## config.mk

```make
export PLATFORM = sky130hd
export DESIGN_NAME = chan_evt_gen
export DESIGN_NICKNAME = d
export VERILOG_FILES = /design/src/rtl/chev_pkg.sv /design/src/rtl/chev_rst_sync.sv /design/src/rtl/chev_mask_reg.sv /design/src/rtl/chev_sample_reg.sv /design/src/rtl/chev_serializer.sv /design/src/rtl/chan_evt_gen.sv
export SDC_FILE = /design/constraint.sdc
export NUM_CORES = 1
export LEC_CHECK = 0
export BUFFER_PORTS_ARGS = -buffer_cell sky130_fd_sc_hd__buf_2
export CORE_ASPECT_RATIO = 1.75
export CORE_MARGIN = 2
export CORE_UTILIZATION = 30
export CTS_CLUSTER_DIAMETER = 40
export CTS_CLUSTER_SIZE = 20
export DETAILED_ROUTE_END_ITERATION = 7
export PLACE_DENSITY = 0.51
export REMOVE_ABC_BUFFERS = 1
export SETUP_SLACK_MARGIN = 0.02
export SKIP_CTS_REPAIR_TIMING = 1
export SYNTH_ARGS = -nofsm -noshare
export SYNTH_HDL_FRONTEND = slang
export SYNTH_SLANG_ARGS = --single-unit
```

## constraint.sdc

```tcl
create_clock -name clk -period 4 [get_ports clk]
set_input_delay 0.4 -clock clk [delete_from_list [all_inputs] [get_ports clk]]
set_output_delay 0.4 -clock clk [all_outputs]
set_load 0.05 [all_outputs]
```

## src/rtl/chev_pkg.sv

```systemverilog
package chev_pkg;
  // direction encoding carried on evt_rise
  typedef enum logic {
    CHEV_FALL = 1'b0,
    CHEV_RISE = 1'b1
  } chev_dir_e;
endpackage

```

## src/rtl/chev_rst_sync.sv

```systemverilog
module chev_rst_sync (
  input  logic clk,
  input  logic rst_n,
  output logic rst_sync_n
);
  logic [1:0] sync_q;

  always_ff @(posedge clk or negedge rst_n) begin
    if (!rst_n) sync_q <= 2'b00;
    else        sync_q <= {sync_q[0], 1'b1};
  end

  assign rst_sync_n = sync_q[1];
endmodule

```

## src/rtl/chev_mask_reg.sv

```systemverilog
module chev_mask_reg #(
  parameter int NCH = 32
) (
  input  logic           clk,
  input  logic           rst_n,
  input  logic           we,
  input  logic [NCH-1:0] wdata,
  output logic [NCH-1:0] mask_q
);
  logic [NCH-1:0] mask_d;

  always_comb begin
    mask_d = mask_q;
    if (we) mask_d = wdata;
  end

  always_ff @(posedge clk or negedge rst_n) begin
    if (!rst_n) mask_q <= '1;
    else        mask_q <= mask_d;
  end
endmodule

```

## src/rtl/chev_sample_reg.sv

```systemverilog
module chev_sample_reg #(
  parameter int NCH = 32
) (
  input  logic           clk,
  input  logic           rst_n,
  input  logic           take,
  input  logic [NCH-1:0] data,
  output logic [NCH-1:0] prev_q
);
  logic [NCH-1:0] prev_d;

  always_comb begin
    prev_d = prev_q;
    if (take) prev_d = data;
  end

  always_ff @(posedge clk or negedge rst_n) begin
    if (!rst_n) prev_q <= '0;
    else        prev_q <= prev_d;
  end

  // the whole word is stored, masked bits included
  a_r5_prev_update: assert property (@(posedge clk) disable iff (!rst_n)
    take |=> (prev_q == $past(data)));
endmodule

```

## src/rtl/chev_serializer.sv

```systemverilog
module chev_serializer #(
  parameter int NCH  = 32,
  parameter int IDXW = $clog2(NCH)
) (
  input  logic            clk,
  input  logic            rst_n,
  input  logic            load,
  input  logic [NCH-1:0]  load_vec,
  input  logic            pop,
  output logic [NCH-1:0]  pend_q,
  output logic            pend_any,
  output logic [IDXW-1:0] idx
);
  logic [NCH-1:0] pend_d;
  logic [NCH-1:0] clr_vec;
  logic           found;

  // lowest pending channel wins
  always_comb begin
    idx   = '0;
    found = 1'b0;
    for (int i = 0; i < NCH; i++) begin
      if (pend_q[i] && !found) begin
        idx   = IDXW'(i);
        found = 1'b1;
      end
    end
  end

  always_comb begin
    clr_vec      = '0;
    clr_vec[idx] = 1'b1;
  end

  always_comb begin
    pend_d = pend_q;
    if (load)     pend_d = load_vec;
    else if (pop) pend_d = pend_q & ~clr_vec;
  end

  always_ff @(posedge clk or negedge rst_n) begin
    if (!rst_n) pend_q <= '0;
    else        pend_q <= pend_d;
  end

  assign pend_any = |pend_q;

  // each following event of the same sample has a higher channel number
  a_r6_ascending: assert property (@(posedge clk) disable iff (!rst_n)
    (pend_any && pop) |=> (!pend_any || (idx > $past(idx))));
endmodule

```

## src/rtl/chan_evt_gen.sv

```systemverilog
module chan_evt_gen #(
  parameter int NCH  = 32,
  parameter int IDXW = $clog2(NCH)
) (
  input  logic            clk,
  input  logic            rst_n,
  input  logic            samp_valid,
  input  logic [NCH-1:0]  samp_data,
  output logic            samp_ready,
  input  logic            mask_we,
  input  logic [NCH-1:0]  mask_wdata,
  output logic            evt_valid,
  output logic [IDXW-1:0] evt_chan,
  output logic            evt_rise,
  input  logic            evt_ready
);
  import chev_pkg::*;

  logic            rst_i_n;
  logic [NCH-1:0]  mask_q;
  logic [NCH-1:0]  prev_q;
  logic [NCH-1:0]  pend_q;
  logic [NCH-1:0]  change_vec;
  logic            pend_any;
  logic [IDXW-1:0] head_idx;
  logic            samp_fire;
  logic            evt_fire;
  chev_dir_e       head_dir;

  chev_rst_sync u_rst (
    .clk        (clk),
    .rst_n      (rst_n),
    .rst_sync_n (rst_i_n)
  );

  chev_mask_reg #(.NCH(NCH)) u_mask (
    .clk    (clk),
    .rst_n  (rst_i_n),
    .we     (mask_we),
    .wdata  (mask_wdata),
    .mask_q (mask_q)
  );

  chev_sample_reg #(.NCH(NCH)) u_prev (
    .clk    (clk),
    .rst_n  (rst_i_n),
    .take   (samp_fire),
    .data   (samp_data),
    .prev_q (prev_q)
  );

  chev_serializer #(.NCH(NCH), .IDXW(IDXW)) u_ser (
    .clk      (clk),
    .rst_n    (rst_i_n),
    .load     (samp_fire),
    .load_vec (change_vec),
    .pop      (evt_fire),
    .pend_q   (pend_q),
    .pend_any (pend_any),
    .idx      (head_idx)
  );

  assign samp_ready = rst_i_n && !pend_any;
  assign samp_fire  = samp_valid && samp_ready;
  assign change_vec = (prev_q ^ samp_data) & mask_q;
  assign evt_fire   = evt_valid && evt_ready;

  // prev_q already holds the new sample while its events drain
  assign head_dir   = prev_q[head_idx] ? CHEV_RISE : CHEV_FALL;
  assign evt_valid  = pend_any;
  assign evt_chan   = head_idx;
  assign evt_rise   = (head_dir == CHEV_RISE);

  // stalled event keeps its payload
  a_r7_hold: assert property (@(posedge clk) disable iff (!rst_i_n)
    (evt_valid && !evt_ready) |=> (evt_valid && $stable(evt_chan) && $stable(evt_rise)));

  // nothing pending for a channel masked at acceptance
  a_r3_masked_quiet: assert property (@(posedge clk) disable iff (!rst_i_n)
    samp_fire |=> ((pend_q & ~$past(mask_q)) == '0));

  // no sample taken while events remain
  a_r8_busy_refuse: assert property (@(posedge clk) disable iff (!rst_i_n)
    (evt_valid && !evt_ready) |=> !samp_ready);
endmodule

```

==> results.tsv, run 1 <==
stage	metric	value	unit
timing	finalCritPeriodShare	95.4	%
synthesis	async_reset_ff_share	100	%
floorplan	rows	62	
synthesis	synth_top_family_by_area	simple AND/OR/NAND/NOR gates	
placed_design	hpwlAfterDp	11.0	mm
clock_network	cts_buffers	9	
placed_design	port_buffers	76	
synthesis	syn_inst	487	
floorplan	core-area	0.0164	mm2
synthesis	yosysUniqueCellTypes	55	
layout	fin_nets	638	
layout	mostFrequentLayoutCells	nand2_1, buf_2, dfrtp_1	
global_routing	antenna_found_initial	0	
synthesis	netlist.area_leader.share	33.0	%
setup_path	critPathRequiredTime	3.60	ns
synthesis	ys_warn_count	0	
synthesis	ys_ff_latch	98	
timing	fin_skew	0.00648	ns
global_routing	grt_pass1_vias	4253	
timing	fin_crit	3.82	ns
clock_network	cts_root_buf	clkbuf_16	
timing	rsz0062_at_grt	no	
synthesis	synth_edf_count	0	
timing	slew_headroom	46.7	%
detailed_routing	firstDrtPassIters	4	
synthesis	syn-cell-area	0.00501	mm2
detailed_routing	vias_per_cell	4.96	
synthesis	synth_top_area_cell	dfrtp_1	
clock_network	clkTransAtPathRegs	0.07	ns
layout	layout_commonest_cell	nand2_1	
timing	slew_violations	0	
timing	finalHoldViolCount	0	
floorplan	dieArea	0.0178	mm2
clock_network	cts-htree-levels	3	
layout	n_antenna_cell	0	
global_routing	grt_overflow_total	0	
run	maxCapViolCount	0	
synthesis	synth_xor_area_share	5.59	%
synthesis	synth_area_per_cell	10.3	um2
timing	max_freq	0.262	GHz
setup_path	cp-start-kind	flip-flop	
synthesis	synth_compound_area_share	12.3	%
clock_network	clock-sinks	98	
layout	post-route-util	37.1	%
setup_path	crit_type	flip-flop to primary output	
synthesis	synth_area_leaders	dfrtp_1, dfstp_2, nand2_1, mux2_2, a32o_1	
detailed_routing	vias	3957	
placed_design	place_congestion	0.905	
min_path	hold_class	primary input to flip-flop	
floorplan	pin_count	77	
setup_path	worst_setup_path_end_kind	primary output	
synthesis	muxShareOfSynthArea	10.2	%
global_routing	grt_pass1_wl	23.4	mm
synthesis	synth_ff_type	dfrtp_1	
layout	area_delta_synth_final	21.3	%
detailed_routing	drtAntennaViolNets	0	
synthesis	synth-adder-area-share	0	%
global_routing	grt_max_degree	57	
timing	worst_pin_slew	0.800	ns
layout	fill_cells	1680	
timing	setup_violations	0	
layout	drive_above_1_share	34.3	%
synthesis	ys_seq_area_share	49.7	%
detailed_routing	drt_iter0_drc	152	
detailed_routing	routed_wl	14.5	mm
clock_network	clk_latency	0.35	ns
floorplan	die_w	102	um
run_status	status	finished, final reports clean	
clock_network	clockBufferDepth	2	
detailed_routing	drc_errors	0	
global_routing	grtUsageTotal	17.4	%
setup_path	worstPathArrival	3.42	ns
synthesis	synth_simple_gate_area_share	19.5	%
setup_path	path_max_fanout	15	
floorplan	die_y	175	um
floorplan	start_util	30.6	%
clock_network	cts_tree	done	
detailed_routing	wl_per_cell	18.2	um
==> cells in the mapped netlist (2+ instances only) <==
master,number
inv_1,7
o31ai_1,2
buf_1,5
nor4_2,3
or3_1,2
nor4_4,2
clkbuf_1,6
mux2i_1,10
a32o_1,31
buf_6,2
nor3_1,8
a311oi_1,2
or4_1,2
nand3_1,15
o41ai_1,2
mux2_2,35
dfstp_2,32
nor2b_1,3
o31a_1,3
a31oi_1,3
and2_1,4
buf_2,6
and3_1,3
o21ai_0,4
nand2_1,135
o311ai_1,2
a21oi_1,12
o22ai_1,2
nor4_1,6
nor2_1,16
nor2_2,2
dfrtp_1,66
xor2_1,32
==> cell families (layout without fill, tap and decap cells) <==
kind of cell	count (synthesis)	after routing
muxes	46	46
other	1	1
and+or+nand+nor	208	208
buffers and inverters	28	115
AOI/OAI and AO/OA	74	74
DFF	98	98
xor gates and xnor gates	32	32
==> state kept, by name (all words and copies together), names as in the netlist <==
signal	count
u_mask.mask_q	32
u_rst.sync_q	2
u_ser.pend_q	32
u_prev.prev_q	32
==> routing by layer <==
| metal | global-route usage (%) | wire, um | part of all wire [%] | up-vias |
|---|---|---|---|---|
| li1 | - | - | - | 1890 |
| met1 | 19.2 | 5520 | 38 | 1969 |
| met2 | 32.2 | 8190 | 56 | 76 |
| met3 | 2.84 | 422 | 2.9 | 22 |
| met4 | 7.04 | 407 | 2.8 | 0 |
| met5 | 0 | 0 | 0 | - |
==> final cells by class <==
class / instances / area [um2] / area share, %
clock buffer: 11 / 243 / 3.99
clock inverter: 5 / 77.6 / 1.28
inverter: 8 / 30.0 / 0.494
multi-input combinational: 361 / 2440 / 40.2
sequential: 98 / 2500 / 41.1
tap: 224 / 280 / 4.61
timing repair buffer: 91 / 508 / 8.36
==> critical path: stages, from the launching register on <==
cell      delay, ns
dfrtp_1        0.47
nor4_4         0.30
buf_4          0.19
nand4_4        0.18
nor2_4         0.17
nand3_1        0.14
a31oi_4        0.29
buf_12         0.19
mux2_4         0.31
a32o_1         0.21
a211oi_1       0.20
nand4_1        0.15
buf_2          0.25
==> per-stage QoR <==
| stage | worst slack (ns) | std cells | cell area (um2) | TNS (ns) | hold WS [ns] |
|---|---|---|---|---|---|
| floorplan | -0.384 | 467 | 4910 | -6.92 | 0.104 |
| global placement | 0.388 | 777 | 5660 | 0 | 0.184 |
| detailed placement | 0.239 | 777 | 5660 | 0 | 0.187 |
| CTS | -0.140 | 793 | 5980 | -0.140 | -0.196 |
| global route | 0.0348 | 798 | 6080 | 0 | 0.263 |
| finish | 0.184 | 798 | 6080 | 0 | 0.255 |
==> worst paths after layout <==
path / slack, ns / to / cells past startpoint / start
min in group asynchronous: 0.36 / u_rst.sync_q[1]$_DFF_PN0_ / 2 / rst_n
max in group asynchronous: 2.54 / u_mask.mask_q[19]$_DFFE_PN1P_ / 1 / u_rst.sync_q[1]$_DFF_PN0_
worst max register to register: 0.85 / u_ser.pend_q[8]$_DFFE_PN0P_ / 11 / u_ser.pend_q[5]$_DFFE_PN0P_
worst min-delay path: 0.26 / u_prev.prev_q[11]$_DFFE_PN0P_ / 3 / samp_data[11]
worst max-delay path: 0.18 / evt_rise / 12 / u_ser.pend_q[11]$_DFFE_PN0P_
worst min register to register: 0.36 / u_rst.sync_q[1]$_DFF_PN0_ / 0 / u_rst.sync_q[0]$_DFF_PN0_
Power of run 1 is left out: the tool's default activity adds up to more than one toggle a clock period on the data nets, which glitch-free logic cannot reach.
==> inputs of run 2 (changes only) <==
--- a/config.mk
+++ b/config.mk
@@ -5,6 +5,7 @@
 export SDC_FILE = /design/constraint.sdc
 export NUM_CORES = 1
 export LEC_CHECK = 0
+export ABC_AREA = 1
 export BUFFER_PORTS_ARGS = -buffer_cell sky130_fd_sc_hd__buf_2
 export CORE_ASPECT_RATIO = 1.75
 export CORE_MARGIN = 2
@@ -12,7 +13,7 @@
 export CTS_CLUSTER_DIAMETER = 40
 export CTS_CLUSTER_SIZE = 20
 export DETAILED_ROUTE_END_ITERATION = 7
-export PLACE_DENSITY = 0.51
+export PLACE_DENSITY = 0.5
 export REMOVE_ABC_BUFFERS = 1
 export SETUP_SLACK_MARGIN = 0.02
 export SKIP_CTS_REPAIR_TIMING = 1
==> run 2 against run 1 <==
Utilization down 1.4 points. Largest cell class unchanged. Register-to-register slack better by 0.28 ns. Die area is 5.4% higher. Critical path depth grew 7. Final area is 2.3% higher. Cell count rose by 24%. Via count increased by 16%. Fmax rose by 6.3%. Sequential share of layout area is 0.91 points lower. Sequential cell count stayed put. Hold slack better by 0.0026 ns.
==> results.tsv, run 2 <==
stage	metric	value	unit
run_status	status	finished, final reports clean	
detailed_routing	m1WireLength	5.74	mm
floorplan	core-area	0.0174	mm2
synthesis	syn-cell-area	0.00529	mm2
synthesis	yosysUniqueCellTypes	38	
layout	n_antenna_cell	0	
layout	mostFrequentLayoutCells	nand2_1, buf_2, inv_1	
placed_design	place_inst	969	
setup_path	path_max_fanout	21	
clock_network	clock-sinks	98	
detailed_routing	wl_per_cell	14.7	um
clock_network	clockBufferDepth	2	
power	power_leakage	3.15	nW
synthesis	synth_simple_gate_area_share	27.8	%
layout	final_cell_area	0.00622	mm2
synthesis	synth_top_area_cell	dfrtp_1	
setup_path	crit_type	flip-flop to primary output	
clock_network	clkTransAtPathRegs	0.07	ns
detailed_routing	vias	4591	
synthesis	synth_area_leaders	dfrtp_1, nand2_1, dfstp_2, inv_1, o21ai_0	
clock_network	cts_buffers	9	
layout	final-seq-area	0.00250	mm2
synthesis	synth_edf_count	0	
global_routing	antenna_found_initial	0	
setup_path	worst_r2r_path_depth	13	
setup_path	cp-start-kind	flip-flop	
global_routing	grt_overflow_total	0	
synthesis	ys_warn_count	0	
floorplan	pin_count	77	
setup_path	critPathRequiredTime	3.60	ns
min_path	hold_class	primary input to flip-flop	
layout	final_cells	986	
floorplan	rows	64	
detailed_routing	drc_errors	0	
detailed_routing	wl_met2	7.99	mm
run	maxCapViolCount	0	
synthesis	ys_ff_latch	98	
layout	reg.largest.list	u_mask.mask_q (32), u_prev.prev_q (32), u_ser.pend_q (32)	
power	powerDensity	603	mW/mm2
synthesis	synth_area_per_cell	7.81	um2
timing	slew_headroom	37.6	%
placed_design	pre_cts_ws	0.780	ns
timing	fin_crit	3.59	ns
placed_design	port_buffers	76	
timing	setup_ws	0.411	ns
synthesis	syn_inst	678	
layout	multi_input_area	0.00238	mm2
timing	fin_skew	0.00664	ns
timing	rsz0062_at_grt	no	
timing	slew_violations	0	
floorplan	dieArea	0.0188	mm2
synthesis	muxShareOfSynthArea	1.70	%
floorplan	start_util	30.5	%
synthesis	netlist.area_leader.share	31.2	%
layout	area_delta_synth_final	17.4	%
detailed_routing	vias_per_cell	4.66	
floorplan	die_y	180	um
global_routing	grt_pass1_vias	4696	
detailed_routing	highest_layer	met4	
synthesis	synth_top_family_by_area	simple AND/OR/NAND/NOR gates	
clock_network	cts-htree-levels	3	
min_path	hold_path_depth	3	
layout	fill_cells	1897	
timing	worst_pin_slew	0.936	ns
detailed_routing	routed_wl	14.5	mm
detailed_routing	drt_iter0_drc	160	
global_routing	grt_pass1_wl	24.0	mm
synthesis	synth_ff_type	dfrtp_1	
synthesis	ys_seq_area_share	47.1	%
synthesis	synth_common_cells	nand2_1, dfrtp_1, inv_1	
synthesis	synth-adder-area-share	0	%
timing	finalHoldViolCount	0	
power	peakVddDrop	505	uV
setup_path	worst_setup_path_end_kind	primary output	
synthesis	synth_xor_area_share	2.32	%
timing	max_freq	0.279	GHz
clock_network	clk_latency	0.34	ns
floorplan	die_w	104	um
timing	finalCritPeriodShare	89.7	%
clock_network	cts_root_buf	clkbuf_16	
global_routing	grtUsageTotal	16.4	%
detailed_routing	drtAntennaViolNets	0	
global_routing	grt_max_degree	57	
detailed_routing	wl_met3	409	um
placed_design	hpwlAfterDp	10.7	mm
placed_design	place_congestion	0.930	
layout	layout_commonest_cell	nand2_1	
detailed_routing	firstDrtPassIters	4	
layout	drive_above_1_share	22.4	%
synthesis	synth_compound_area_share	13.1	%
synthesis	synth.most_common_cell	nand2_1	
timing	setup_violations	0	
placed_design	placed_area	0.00588	mm2
clock_network	cts_tree	done	
synthesis	async_reset_ff_share	100	%
layout	fin_nets	819	
setup_path	worstPathArrival	3.19	ns
run 2: cell count changes in the layout (fill, tap and decap cells not counted), sizes merged, moves of 10 or more:
cell,previous run,this run
inv,8,72
mux2,36,8
nand2,135,235
o21ai,4,52
a21oi,13,27
nor2,19,45
mux2i,10,0
o211ai,1,14
xor2,32,8
nand3,15,37
a32o,31,0
run 2: final timing paths:
kind / startpoint / to / slack [ns]
setup / recovery: u_ser.pend_q[2]$_DFFE_PN0P_ / evt_rise / 0.41
hold / removal: mask_wdata[28] / u_mask.mask_q[28]$_DFFE_PN1P_ / 0.26
setup reg to reg: u_ser.pend_q[2]$_DFFE_PN0P_ / u_ser.pend_q[4]$_DFFE_PN0P_ / 1.13
hold reg to reg: u_rst.sync_q[0]$_DFF_PN0_ / u_rst.sync_q[1]$_DFF_PN0_ / 0.35
max in group asynchronous: u_rst.sync_q[1]$_DFF_PN0_ / u_prev.prev_q[30]$_DFFE_PN0P_ / 2.40
min in group asynchronous: rst_n / u_rst.sync_q[1]$_DFF_PN0_ / 0.36
run 2: logic make-up (layout without fill, tap and decap cells):
logic type | count (synthesis) | after routing
compound gates | 117 | 117
xor+xnor | 14 | 14
buf+inv | 95 | 172
flops | 98 | 98
mux | 8 | 8
other cells | 1 | 1
simple gates | 345 | 345
run 2: cell type report:
class                      count  share of cell area (%)
inverter                      72                    4.39
clock inverter                 4                    1.19
tap                          231                    4.65
sequential                    98                    40.2
clock buffer                  12                    4.13
timing repair buffer          84                    7.13
multi-input combinational    485                    38.4
run 2: per-stage QoR:
| stage | util (%) | power, mW | setup TNS (ns) | hold WS, ns |
|---|---|---|---|---|
| 5_1_grt | 35.8 | 3.98 | 0 | 0.264 |
| 6_report | 35.8 | 3.75 | 0 | 0.258 |
| 3_5_place_dp | 33.8 | 2.80 | 0 | 0.192 |
| 4_1_cts | 35.7 | 3.77 | 0 | -0.182 |
| 3_3_place_gp | 33.8 | 2.80 | 0 | 0.191 |
| 2_1_floorplan | - | 2.19 | -1.14 | 0.104 |
run 2: worst max-delay path: stages, from the launching register on:
cell     delay [ns]
dfrtp_1        0.40
nor2_2         0.15
nand2_2        0.11
nor2_4         0.21
nand3_2        0.16
nor2_4         0.15
nand3_2        0.10
inv_1          0.10
nand2_2        0.24
nand2_1        0.18
buf_4          0.26
nand2_1        0.09
nand2_1        0.06
nand2_1        0.04
nand2_1        0.07
nand2_1        0.05
nand2_1        0.08
nor2_1         0.04
nand2_1        0.08
buf_2          0.27
run 2: per-layer routing:
layer  global-route usage, %  vias to the layer above
met4                    6.32                        0
met1                    18.1                     2139
met2                    30.8                       86
li1                        -                     2346
met5                       0                        -
met3                    2.54                       20
run 2: where the power goes:
part | internal [mW] | switching (mW) | leakage [nW] | total, mW
Sequential | 1.09 | 0.0446 | 1.19 | 1.13
Combinational | 0.390 | 1.27 | 1.80 | 1.66
Clock | 0.583 | 0.374 | 0.163 | 0.957
Total | 2.06 | 1.69 | 3.15 | 3.75
Note: power is estimated with default switching activity, not from simulation.
